### src/rtl/sfid_pkg.sv
package sfid_pkg;

  // Tracker acquisition state
  typedef enum logic [1:0] {
    TRK_IDLE = 2'd0,  // no reference identifier held
    TRK_ACQ  = 2'd1,  // reference held, counting in-sequence hits
    TRK_LOCK = 2'd2   // major-frame lock
  } trk_state_e;

endpackage

### src/rtl/sfid_extract.sv
module sfid_extract #(
  parameter int WORD_W = 16,
  parameter int IDX_W  = 10,
  parameter int CNT_W  = 16,
  parameter int LSB_W  = 4
) (
  input  logic              clk,
  input  logic              rst_n,
  input  logic              up_lock,
  input  logic              frame_start,
  input  logic              word_valid,
  input  logic [IDX_W-1:0]  word_idx,
  input  logic [WORD_W-1:0] word_data,
  input  logic [IDX_W-1:0]  cfg_pos,
  input  logic [LSB_W-1:0]  cfg_lsb,
  input  logic [CNT_W-1:0]  cfg_mask,
  output logic              cap_vld,
  output logic [CNT_W-1:0]  cap_val
);

  logic              seen_q;
  logic              seen_d;
  logic [WORD_W-1:0] shifted;
  logic [CNT_W-1:0]  widened;

  assign shifted = word_data >> cfg_lsb;

  // Fit the shifted word to the counter width
  generate
    if (CNT_W > WORD_W) begin : g_pad
      assign widened = {{(CNT_W-WORD_W){1'b0}}, shifted};
    end else if (CNT_W == WORD_W) begin : g_same
      assign widened = shifted;
    end else begin : g_trim
      assign widened = shifted[CNT_W-1:0];
    end
  endgenerate

  // First matching word of a frame only; frame_start reopens the window
  assign cap_vld = up_lock && word_valid && (word_idx == cfg_pos)
                   && (!seen_q || frame_start);
  assign cap_val = widened & cfg_mask;

  always_comb begin
    seen_d = seen_q;
    if (!up_lock) begin
      seen_d = 1'b0;
    end else if (cap_vld) begin
      seen_d = 1'b1;
    end else if (frame_start) begin
      seen_d = 1'b0;
    end
  end

  always_ff @(posedge clk or negedge rst_n) begin
    if (!rst_n) begin
      seen_q <= 1'b0;
    end else begin
      seen_q <= seen_d;
    end
  end

endmodule

### src/rtl/sfid_next_calc.sv
module sfid_next_calc #(
  parameter int CNT_W = 16
) (
  input  logic [CNT_W-1:0] cur_val,
  input  logic [CNT_W-1:0] cfg_init,
  input  logic [CNT_W-1:0] cfg_len_m1,
  output logic [CNT_W-1:0] nxt_val
);

  logic [CNT_W-1:0] last_val;
  logic             at_last;

  assign last_val = cfg_init + cfg_len_m1;
  assign at_last  = (cur_val == last_val);
  assign nxt_val  = at_last ? cfg_init : (cur_val + CNT_W'(1));

endmodule

### src/rtl/sfid_lock_fsm.sv
module sfid_lock_fsm
  import sfid_pkg::*;
#(
  parameter int CNT_W       = 16,
  parameter int LOCK_HITS   = 2,
  parameter int DROP_MISSES = 2,
  localparam int HIT_W  = $clog2(LOCK_HITS + 1),
  localparam int MISS_W = $clog2(DROP_MISSES + 1)
) (
  input  logic             clk,
  input  logic             rst_n,
  input  logic             up_lock,
  input  logic             cap_vld,
  input  logic [CNT_W-1:0] cap_val,
  input  logic [CNT_W-1:0] nxt_val,
  input  logic [CNT_W-1:0] cfg_init,
  output logic [CNT_W-1:0] cur_val,
  output logic [CNT_W-1:0] pos_val,
  output logic             lock_out,
  output logic             start_out,
  output logic             err_out
);

  trk_state_e        st_q, st_d;
  logic [CNT_W-1:0]  cur_q, cur_d;
  logic [CNT_W-1:0]  pos_q, pos_d;
  logic [HIT_W-1:0]  hit_q, hit_d;
  logic [MISS_W-1:0] miss_q, miss_d;
  logic              start_q, start_d;
  logic              err_q, err_d;
  logic              seq_ok;
  logic              upd_en;

  assign seq_ok = (cap_val == nxt_val);
  assign upd_en = !up_lock || cap_vld;

  always_comb begin
    st_d    = st_q;
    cur_d   = cur_q;
    pos_d   = pos_q;
    hit_d   = hit_q;
    miss_d  = miss_q;
    start_d = 1'b0;
    err_d   = 1'b0;
    if (!up_lock) begin
      st_d   = TRK_IDLE;
      hit_d  = '0;
      miss_d = '0;
      pos_d  = '0;
    end else if (cap_vld) begin
      unique case (st_q)
        TRK_IDLE: begin
          st_d   = TRK_ACQ;
          cur_d  = cap_val;
          hit_d  = '0;
          miss_d = '0;
        end
        TRK_ACQ: begin
          cur_d = cap_val;
          if (seq_ok) begin
            if (hit_q == HIT_W'(LOCK_HITS - 1)) begin
              st_d    = TRK_LOCK;
              hit_d   = '0;
              start_d = (cap_val == cfg_init);
            end else begin
              hit_d = hit_q + HIT_W'(1);
            end
          end else begin
            hit_d = '0;
            err_d = 1'b1;
          end
        end
        TRK_LOCK: begin
          if (seq_ok) begin
            cur_d   = cap_val;
            miss_d  = '0;
            start_d = (cap_val == cfg_init);
          end else begin
            err_d = 1'b1;
            if (miss_q == MISS_W'(DROP_MISSES - 1)) begin
              st_d   = TRK_ACQ;
              miss_d = '0;
              hit_d  = '0;
              cur_d  = cap_val;
            end else begin
              miss_d  = miss_q + MISS_W'(1);
              cur_d   = nxt_val;
              start_d = (nxt_val == cfg_init);
            end
          end
        end
        default: begin
          st_d = TRK_IDLE;
        end
      endcase
      pos_d = cur_d - cfg_init;
    end
  end

  always_ff @(posedge clk or negedge rst_n) begin
    if (!rst_n) begin
      st_q   <= TRK_IDLE;
      cur_q  <= '0;
      pos_q  <= '0;
      hit_q  <= '0;
      miss_q <= '0;
    end else if (upd_en) begin
      st_q   <= st_d;
      cur_q  <= cur_d;
      pos_q  <= pos_d;
      hit_q  <= hit_d;
      miss_q <= miss_d;
    end
  end

  always_ff @(posedge clk or negedge rst_n) begin
    if (!rst_n) begin
      start_q <= 1'b0;
      err_q   <= 1'b0;
    end else begin
      start_q <= start_d;
      err_q   <= err_d;
    end
  end

  assign cur_val   = cur_q;
  assign pos_val   = pos_q;
  assign lock_out  = (st_q == TRK_LOCK);
  assign start_out = start_q;
  assign err_out   = err_q;

endmodule

### src/rtl/sfid_tracker.sv
module sfid_tracker #(
  parameter int WORD_W      = 16,
  parameter int IDX_W       = 10,
  parameter int CNT_W       = 16,
  parameter int LOCK_HITS   = 2,
  parameter int DROP_MISSES = 2,
  localparam int LSB_W = $clog2(WORD_W)
) (
  input  logic              clk,
  input  logic              rst_n,
  input  logic              mf_locked,
  input  logic              frame_start,
  input  logic              word_valid,
  input  logic [IDX_W-1:0]  word_idx,
  input  logic [WORD_W-1:0] word_data,
  input  logic [IDX_W-1:0]  cfg_sfid_pos,
  input  logic [LSB_W-1:0]  cfg_field_lsb,
  input  logic [CNT_W-1:0]  cfg_field_mask,
  input  logic [CNT_W-1:0]  cfg_init,
  input  logic [CNT_W-1:0]  cfg_len_m1,
  output logic [CNT_W-1:0]  minor_num,
  output logic              major_start,
  output logic              major_lock,
  output logic              cnt_err
);

  logic             cap_vld;
  logic [CNT_W-1:0] cap_val;
  logic [CNT_W-1:0] cur_val;
  logic [CNT_W-1:0] nxt_val;

  sfid_extract #(
    .WORD_W (WORD_W),
    .IDX_W  (IDX_W),
    .CNT_W  (CNT_W),
    .LSB_W  (LSB_W)
  ) u_extract (
    .clk         (clk),
    .rst_n       (rst_n),
    .up_lock     (mf_locked),
    .frame_start (frame_start),
    .word_valid  (word_valid),
    .word_idx    (word_idx),
    .word_data   (word_data),
    .cfg_pos     (cfg_sfid_pos),
    .cfg_lsb     (cfg_field_lsb),
    .cfg_mask    (cfg_field_mask),
    .cap_vld     (cap_vld),
    .cap_val     (cap_val)
  );

  sfid_next_calc #(
    .CNT_W (CNT_W)
  ) u_next (
    .cur_val    (cur_val),
    .cfg_init   (cfg_init),
    .cfg_len_m1 (cfg_len_m1),
    .nxt_val    (nxt_val)
  );

  sfid_lock_fsm #(
    .CNT_W       (CNT_W),
    .LOCK_HITS   (LOCK_HITS),
    .DROP_MISSES (DROP_MISSES)
  ) u_fsm (
    .clk       (clk),
    .rst_n     (rst_n),
    .up_lock   (mf_locked),
    .cap_vld   (cap_vld),
    .cap_val   (cap_val),
    .nxt_val   (nxt_val),
    .cfg_init  (cfg_init),
    .cur_val   (cur_val),
    .pos_val   (minor_num),
    .lock_out  (major_lock),
    .start_out (major_start),
    .err_out   (cnt_err)
  );

endmodule

### config.mk
export PLATFORM = sky130hd
export DESIGN_NAME = sfid_tracker
export DESIGN_NICKNAME = d
export VERILOG_FILES = /design/src/rtl/sfid_pkg.sv /design/src/rtl/sfid_extract.sv /design/src/rtl/sfid_next_calc.sv /design/src/rtl/sfid_lock_fsm.sv /design/src/rtl/sfid_tracker.sv
export SDC_FILE = /design/constraint.sdc
export NUM_CORES = 1
export LEC_CHECK = 0
export BUFFER_PORTS_ARGS = -buffer_cell sky130_fd_sc_hd__clkbuf_2
export CELL_PAD_IN_SITES_DETAIL_PLACEMENT = 1
export CELL_PAD_IN_SITES_GLOBAL_PLACEMENT = 2
export CORE_MARGIN = 5
export CORE_UTILIZATION = 30
export CTS_CLUSTER_SIZE = 12
export DETAILED_ROUTE_END_ITERATION = 16
export PLACE_DENSITY = 0.81
export RECOVER_POWER = 50
export SYNTH_ARGS = -nofsm -noshare
export SYNTH_HDL_FRONTEND = slang
export SYNTH_HIERARCHICAL = 1
export SYNTH_SLANG_ARGS = --single-unit
### constraint.sdc
create_clock -name clk -period 6.2 [get_ports clk]
set_clock_uncertainty 0.2 [all_clocks]
set_input_delay 1.55 -clock clk [delete_from_list [all_inputs] [get_ports clk]]
set_output_delay 1.55 -clock clk [all_outputs]
set_load 0.005 [all_outputs]
==> flow_metrics.env, run 1 <==
export IMPL_run_status="complete, but fails checks"
export IMPL_violations="capacitance limit, slew limit, setup timing"
export IMPL_totalPowerFinal_mw=1.176
export IMPL_chipWidth_um=147.3
export IMPL_number_of_antenna_violations_at_the_first_check_in_global_routing=0
export IMPL_holdCritPathClass="register to register"
export IMPL_timing_critical_path_required_ns=6.18
export IMPL_multiInputGateArea_um2=4726
export IMPL_synth_avg_cell_area_um2=8.430
export IMPL_ant_nets=0
export IMPL_ff_latch_area_um2=1026
export IMPL_n_fill_cell=2271
export IMPL_drt_pass1_iterations=4
export IMPL_drt_first_iter_violations=244
export IMPL_synth_top_cells_by_count="xnor2_1 (71), mux2i_1 (48), nand2_1 (47)"
export IMPL_design_die_area_um2=21700
export IMPL_vias_per_std_cell=5.182
export IMPL_synth_largest_area_cell="dfrtp_1"
export IMPL_dp_hpwl_um=18080
export IMPL_ctsLongestPathBuffers=2
export IMPL_setup_total_negative_slack_ns=-13.72
export IMPL_crit_arrival_ns=7.45
export IMPL_ys_async_sr_fraction_pct=100.0
export IMPL_worstSetupStartpointType="primary input"
export IMPL_max_clock_freq_ghz=0.1337
export IMPL_ys_seq_area_share_pct=18.14
export IMPL_gp_congestion=0.9101
export IMPL_clkTransAtPathRegs_ns=0.06
export IMPL_postSynthRegisterBits=41
export IMPL_io_pins=112
export IMPL_finish_net_count=1084
export IMPL_post_route_cell_area_um2=8378
export IMPL_whs_path_depth=2
export IMPL_fp_dieH_um=147.3
export IMPL_tritoncts_num_sinks=41
export IMPL_inserted_clock_buffers=5
export IMPL_detail_route_wl_per_cell_um=18.75
export IMPL_period_share_pct=120.6
export IMPL_timing_final_ws_setup_ns=-1.279
export IMPL_netlist_area_um2=5657
export IMPL_fin_crit_ns=7.479
export IMPL_start_util_pct=30.34
export IMPL_timing_max_cap_violations=1
export IMPL_power_switching_mw=0.4361
export IMPL_pwr_density_cell_nw_per_um2=140.4
export IMPL_global_route_wire_length_before_repair_um=34340
export IMPL_num_antenna_cells=0
export IMPL_internal_power_mw=0.7399
export IMPL_num_rows=50
export IMPL_unrepaired_setup_endpoints_after_global_routing="true"
export IMPL_drt_drc_violations_left=0
export IMPL_yosysWarnings=6
export IMPL_cpMostUsedCell="nor4_4"
export IMPL_synthTopCellsByArea="dfrtp_1 (18%), xnor2_1 (11%), mux2i_1 (8.5%)"
export IMPL_mappedNetlistNets=803
export IMPL_layout_drive_gt1_share_pct=42.33
export IMPL_fin_cells=1186
export IMPL_seq_power_share_pct=23.3
export IMPL_max_slew_worst_pin_slew_ns=2.487
export IMPL_synth_edff_count=0
export IMPL_synth_most_common_cell="xnor2_1"
export IMPL_worst_ir_drop_vdd_mv=0.1165
export IMPL_h_tree_levels=2
export IMPL_netlist_instances=671
export IMPL_grt_start_max_net_pins=42
export IMPL_worstRegToRegCells=24
export IMPL_maxSlewViolCount=42
export IMPL_critPathKind="primary input to register"
export IMPL_cts_root_buf="clkbuf_16"
export IMPL_place_ws_ns=-1.629
export IMPL_static_leakage_power_nw=3.943
export IMPL_syn2layout_area_growth_pct=48.11
export IMPL_cell_with_the_largest_stage_delay_on_the_worst_path="fa_2"
export IMPL_hold_viol_final=0
export IMPL_critical_path_endpoint_type="register"
export IMPL_comb_power_share_pct=53.6
export IMPL_number_of_distinct_standard_cells_referenced_by_the_synthesized_netlist=73
export IMPL_synthDominantCellAreaShare_pct=18.14
export IMPL_placedCellCount=1162
export IMPL_swShare_pct=37.09
export IMPL_via_count=6146
export IMPL_placeableCoreArea_um2=18640
export IMPL_clkLatencyLatePin_ns=0.29
export IMPL_tritoncts_clock_tree="done"
export IMPL_worst_path_max_fanout=8
export IMPL_slowest_delay_ns=0.46
export IMPL_cts_hold_repair_buffers=0
export IMPL_grt_ovfl_total=0
export IMPL_worst_slew_margin_rel_pct=-65.83
export IMPL_first_global_vias=6457
export IMPL_postRouteWirelength_um=22230
export IMPL_finalSetupViolations=16
export IMPL_worst_hold_slack_ns=0.3105
export IMPL_placedInstanceArea_um2=7782
export IMPL_ys_flop_type="dfrtp_1"
export IMPL_grt_util_all_layers_pct=19.57
export IMPL_final_core_utilization_pct=44.94
export IMPL_clock_power_share_pct=23.1
export IMPL_port_buffers=111
-- sequential cells by signal, indices dropped and copies added (netlist names) --
name	flops
u_fsm/hit_q	2
u_fsm/err_out	1
u_fsm/pos_val	16
u_fsm/st_q	2
u_fsm/cur_val	16
u_fsm/start_out	1
u_fsm/miss_q	2
u_extract/seen_q	1
-- critical path: cells and delay by family --
family / cells / cell delay [ns]
AO/OA/AOI/OAI: 9 / 2.02
AND/OR/NAND/NOR: 8 / 1.45
multiplexers: 2 / 0.51
adder cells (fa/ha/maj): 4 / 1.06
XOR/XNOR: 2 / 0.37
buffers and inverters: 3 / 0.49
-- logic make-up (layout without fill, tap and decap cells) --
kind of cell | Yosys count | in the layout | share of synthesized area, %
AOI/OAI and AO/OA | 150 | 150 | 18.14
xor gates and xnor gates | 104 | 104 | 16.10
adders and majority gates | 39 | 39 | 8.892
buffers and inverters | 66 | 347 | 5.242
DFF | 41 | 41 | 18.14
muxes | 72 | 72 | 14.86
and+or+nand+nor | 199 | 199 | 18.62
-- what timing repair did --
action | in CTS | in global routing
endpoints found under the setup margin | 16 | 20
pin swaps | 4 | 34
gates cloned | 0 | 1
buffers inserted | 5 | 14
endpoints found under the hold margin | 0 | 0
gates resized for setup | 9 | 60
-- final timing paths --
kind | start | endpoint | slack [ns]
max in group asynchronous | rst_n | u_fsm/cur_val[11]$_DFFE_PN0P_ | 2.46
worst min register to register | u_fsm/pos_val[15]$_DFFE_PN0P_ | u_fsm/pos_val[15]$_DFFE_PN0P_ | 0.31
worst max-delay path | cfg_init[0] | u_fsm/pos_val[14]$_DFFE_PN0P_ | -1.28
worst max register to register | u_fsm/cur_val[12]$_DFFE_PN0P_ | u_fsm/pos_val[14]$_DFFE_PN0P_ | 0.18
worst min-delay path | u_fsm/pos_val[15]$_DFFE_PN0P_ | u_fsm/pos_val[15]$_DFFE_PN0P_ | 0.31
min in group asynchronous | rst_n | u_fsm/pos_val[3]$_DFFE_PN0P_ | 1.92
-- per-layer routing --
metal | track usage, % | vias to the layer above | share of wire (%)
met4 | 5.452 | 0 | 2.6
met2 | 33.25 | 118 | 48
li1 | - | 2999 | -
met5 | 0 | - | 0
met3 | 2.036 | 36 | 3.3
met1 | 26.43 | 2993 | 46
-- power groups by stage --
stage,Combinational [mW],Clock [mW],Sequential (mW)
2_1_floorplan,0.312,0,0.278
3_3_place_gp,0.553,0,0.279
3_5_place_dp,0.563,0,0.279
4_1_cts,0.579,0.283,0.274
5_1_grt,0.681,0.291,0.274
6_report,0.631,0.271,0.274
-- layout make-up --
type | instances | area share, %
Sequential cell | 41 | 12.25
Timing Repair Buffer | 295 | 24.09
Clock inverter | 1 | 0.08961
Clock buffer | 6 | 1.658
Tap cell | 234 | 3.495
Multi-Input combinational cell | 564 | 56.41
Inverter | 45 | 2.016
-- cells in the final DEF (no fill, tap or decap), types with 10 or more instances in the layout --
master and count:
a21oi_1 25, and3_1 10, buf_4 173, clkbuf_2 109, dfrtp_1 41, ha_1 31
inv_1 42, mux2_4 12, mux2i_1 46, nand2_1 45, nand3_1 27, nand4_1 14
nor2_1 37, o21ai_0 20, xnor2_1 62, xor2_1 31
No activity file was read; power rests on OpenSTA's default activity.
==> run 2, diff against run 1 <==
--- a/config.mk
+++ b/config.mk
@@ -9,10 +9,10 @@
 export CELL_PAD_IN_SITES_DETAIL_PLACEMENT = 1
 export CELL_PAD_IN_SITES_GLOBAL_PLACEMENT = 2
 export CORE_MARGIN = 5
-export CORE_UTILIZATION = 30
+export CORE_UTILIZATION = 34
 export CTS_CLUSTER_SIZE = 12
 export DETAILED_ROUTE_END_ITERATION = 16
-export PLACE_DENSITY = 0.81
+export PLACE_DENSITY = 0.87
 export RECOVER_POWER = 50
 export SYNTH_ARGS = -nofsm -noshare
 export SYNTH_HDL_FRONTEND = slang
==> constraint.sdc (replaced) <==
create_clock -name clk -period 7.3 [get_ports clk]
set_clock_uncertainty 0.2 [all_clocks]
set_input_delay 1.825 -clock clk [delete_from_list [all_inputs] [get_ports clk]]
set_output_delay 1.825 -clock clk [all_outputs]
set_load 0.005 [all_outputs]
==> flow_metrics.env, run 2 (synthesis results as in run 1) <==
export IMPL_design_die_area_um2=19320
export IMPL_drt_pass1_iterations=5
export IMPL_grt_ovfl_total=0
export IMPL_crit_arrival_ns=7.75
export IMPL_tritoncts_clock_tree="done"
export IMPL_final_common_cell="buf_4"
export IMPL_violations="capacitance limit, slew limit, setup timing"
export IMPL_post_route_cell_area_um2=7844
export IMPL_holdCritPathClass="register to register"
export IMPL_finalSetupViolations=12
export IMPL_slowest_delay_ns=0.46
export IMPL_fin_cells=1126
export IMPL_io_pins=112
export IMPL_num_antenna_cells=0
export IMPL_worst_path_max_fanout=8
export IMPL_worst_slew_margin_rel_pct=-56.71
export IMPL_fin_crit_ns=7.772
export IMPL_hold_viol_final=0
export IMPL_run_status="complete, but fails checks"
export IMPL_drt_first_iter_violations=283
export IMPL_ctsLongestPathBuffers=2
export IMPL_cts_root_buf="clkbuf_16"
export IMPL_chipWidth_um=139.0
export IMPL_first_global_vias=6460
export IMPL_fp_dieH_um=139.0
export IMPL_worst_ir_drop_vdd_mv=0.1221
export IMPL_period_share_pct=106.5
export IMPL_num_rows=47
export IMPL_unrepaired_setup_endpoints_after_global_routing="true"
export IMPL_clkLatencyLatePin_ns=0.29
export IMPL_drt_drc_violations_left=0
export IMPL_placedCellCount=1104
export IMPL_grt_start_max_net_pins=42
export IMPL_worst_hold_slack_ns=0.3255
export IMPL_finish_net_count=1037
export IMPL_placeableCoreArea_um2=16470
export IMPL_max_slew_worst_pin_slew_ns=2.351
export IMPL_number_of_antenna_violations_at_the_first_check_in_global_routing=0
export IMPL_maxSlewViolCount=42
export IMPL_timing_final_ws_setup_ns=-0.4718
export IMPL_tritoncts_num_sinks=41
export IMPL_syn2layout_area_growth_pct=38.66
export IMPL_critical_path_endpoint_type="register"
export IMPL_worstSetupStartpointType="primary input"
export IMPL_cts_hold_repair_buffers=0
export IMPL_cell_with_the_largest_stage_delay_on_the_worst_path="fa_2"
export IMPL_layout_drive_gt1_share_pct=36.75
export IMPL_timing_max_cap_violations=1
export IMPL_gp_congestion=0.9273
export IMPL_port_buffers=111
export IMPL_vias_per_std_cell=5.334
export IMPL_clkTransAtPathRegs_ns=0.06
export IMPL_max_clock_freq_ghz=0.1287
export IMPL_static_leakage_power_nw=3.667
export IMPL_via_count=6006
export IMPL_start_util_pct=34.35
export IMPL_grt_util_all_layers_pct=22.86
export IMPL_detail_route_wl_per_cell_um=20.42
export IMPL_postRouteWirelength_um=22990
export IMPL_timing_critical_path_required_ns=7.27
export IMPL_ant_nets=0
export IMPL_placedInstanceArea_um2=7391
export IMPL_inserted_clock_buffers=5
export IMPL_global_route_wire_length_before_repair_um=35780
export IMPL_pwr_density_cell_nw_per_um2=120.9
export IMPL_cpMostUsedCell="nor4_4"
export IMPL_layout_cells_most_common_list="buf_4 (126), clkbuf_2 (107), xnor2_1 (66)"
export IMPL_critPathKind="primary input to register"
export IMPL_h_tree_levels=2
export IMPL_dp_hpwl_um=18950
[run 2: changes by cell type in the layout (fill, tap and decap cells not counted), moves of 3 or more]
cell,change
xnor2_2,-4
a22oi_2,-4
mux2_4,-3
mux2_2,+3
a22oi_1,+4
ha_1,+4
xnor2_1,+4
nor2_1,+3
buf_4,-47
clkbuf_1,+3
nor2_2,-3
o21ai_0,+3
[run 2: cell type report]
cell class,instances,area [um^2]
clock buffer,7,132.6
fill,2029,8622
clock inverter,1,7.507
timing repair buffer,248,1662
tap,220,275.3
inverter,45,168.9
multi-input combinational,564,4572
sequential,41,1026
[run 2: power by group]
part           total (mW)  switching, mW  internal, mW
clock               0.218         0.0906         0.127
sequential          0.233        0.00336         0.230
combinational       0.498          0.260         0.238
total               0.949          0.354         0.594
[run 2: worst max-delay path, delay by kind of cell]
kind	cells	cell delay, ns
AND/OR/NAND/NOR	8	1.46
multiplexers	2	0.53
buffers and inverters	3	0.50
adder cells (fa/ha/maj)	4	1.07
XOR/XNOR	2	0.34
AO/OA/AOI/OAI	9	2.02
[run 2: worst paths after layout]
kind,start,end,slack [ns],depth (start not counted)
worst max-delay path,cfg_init[0],u_fsm/pos_val[14]$_DFFE_PN0P_,-0.47,28
worst min-delay path,u_fsm/pos_val[6]$_DFFE_PN0P_,u_fsm/pos_val[6]$_DFFE_PN0P_,0.33,2
worst max register to register,u_fsm/cur_val[15]$_DFFE_PN0P_,u_fsm/pos_val[14]$_DFFE_PN0P_,1.17,25
worst min register to register,u_fsm/pos_val[6]$_DFFE_PN0P_,u_fsm/pos_val[6]$_DFFE_PN0P_,0.33,2
max in group asynchronous,rst_n,u_fsm/cur_val[2]$_DFFE_PN0P_,3.50,1
min in group asynchronous,rst_n,u_fsm/pos_val[12]$_DFFE_PN0P_,2.03,1
[run 2: stage by stage]
stage | total power, mW | setup TNS [ns] | setup WS (ns) | utilization (%)
final | 0.9487 | -3.946 | -0.4718 | 47.64
after global placement | 0.6747 | -5.794 | -0.7730 | 44.89
after detailed placement | 0.6884 | -7.757 | -0.9504 | 44.89
after CTS | 0.9210 | -2.068 | -0.4114 | 46.26
after global routing | 1.004 | -7.516 | -0.7903 | 47.64
after floorplan | 0.4990 | -1.129 | -0.3443 | -
[run 2: metal layers]
metal | GRT usage, % | part of all wire, % | up-vias
met5 | 0 | 0 | -
met4 | 3.450 | 0.93 | 0
met3 | 3.276 | 5.1 | 13
met2 | 39.71 | 49 | 162
met1 | 30.85 | 45 | 2925
li1 | - | - | 2906
[run 2: what timing repair did]
action,4_1_cts,5_1_grt
resized for setup,14,27
cloned,0,1
setup buffers,2,13
pin swaps,2,8
endpoints found under the setup margin,10,12
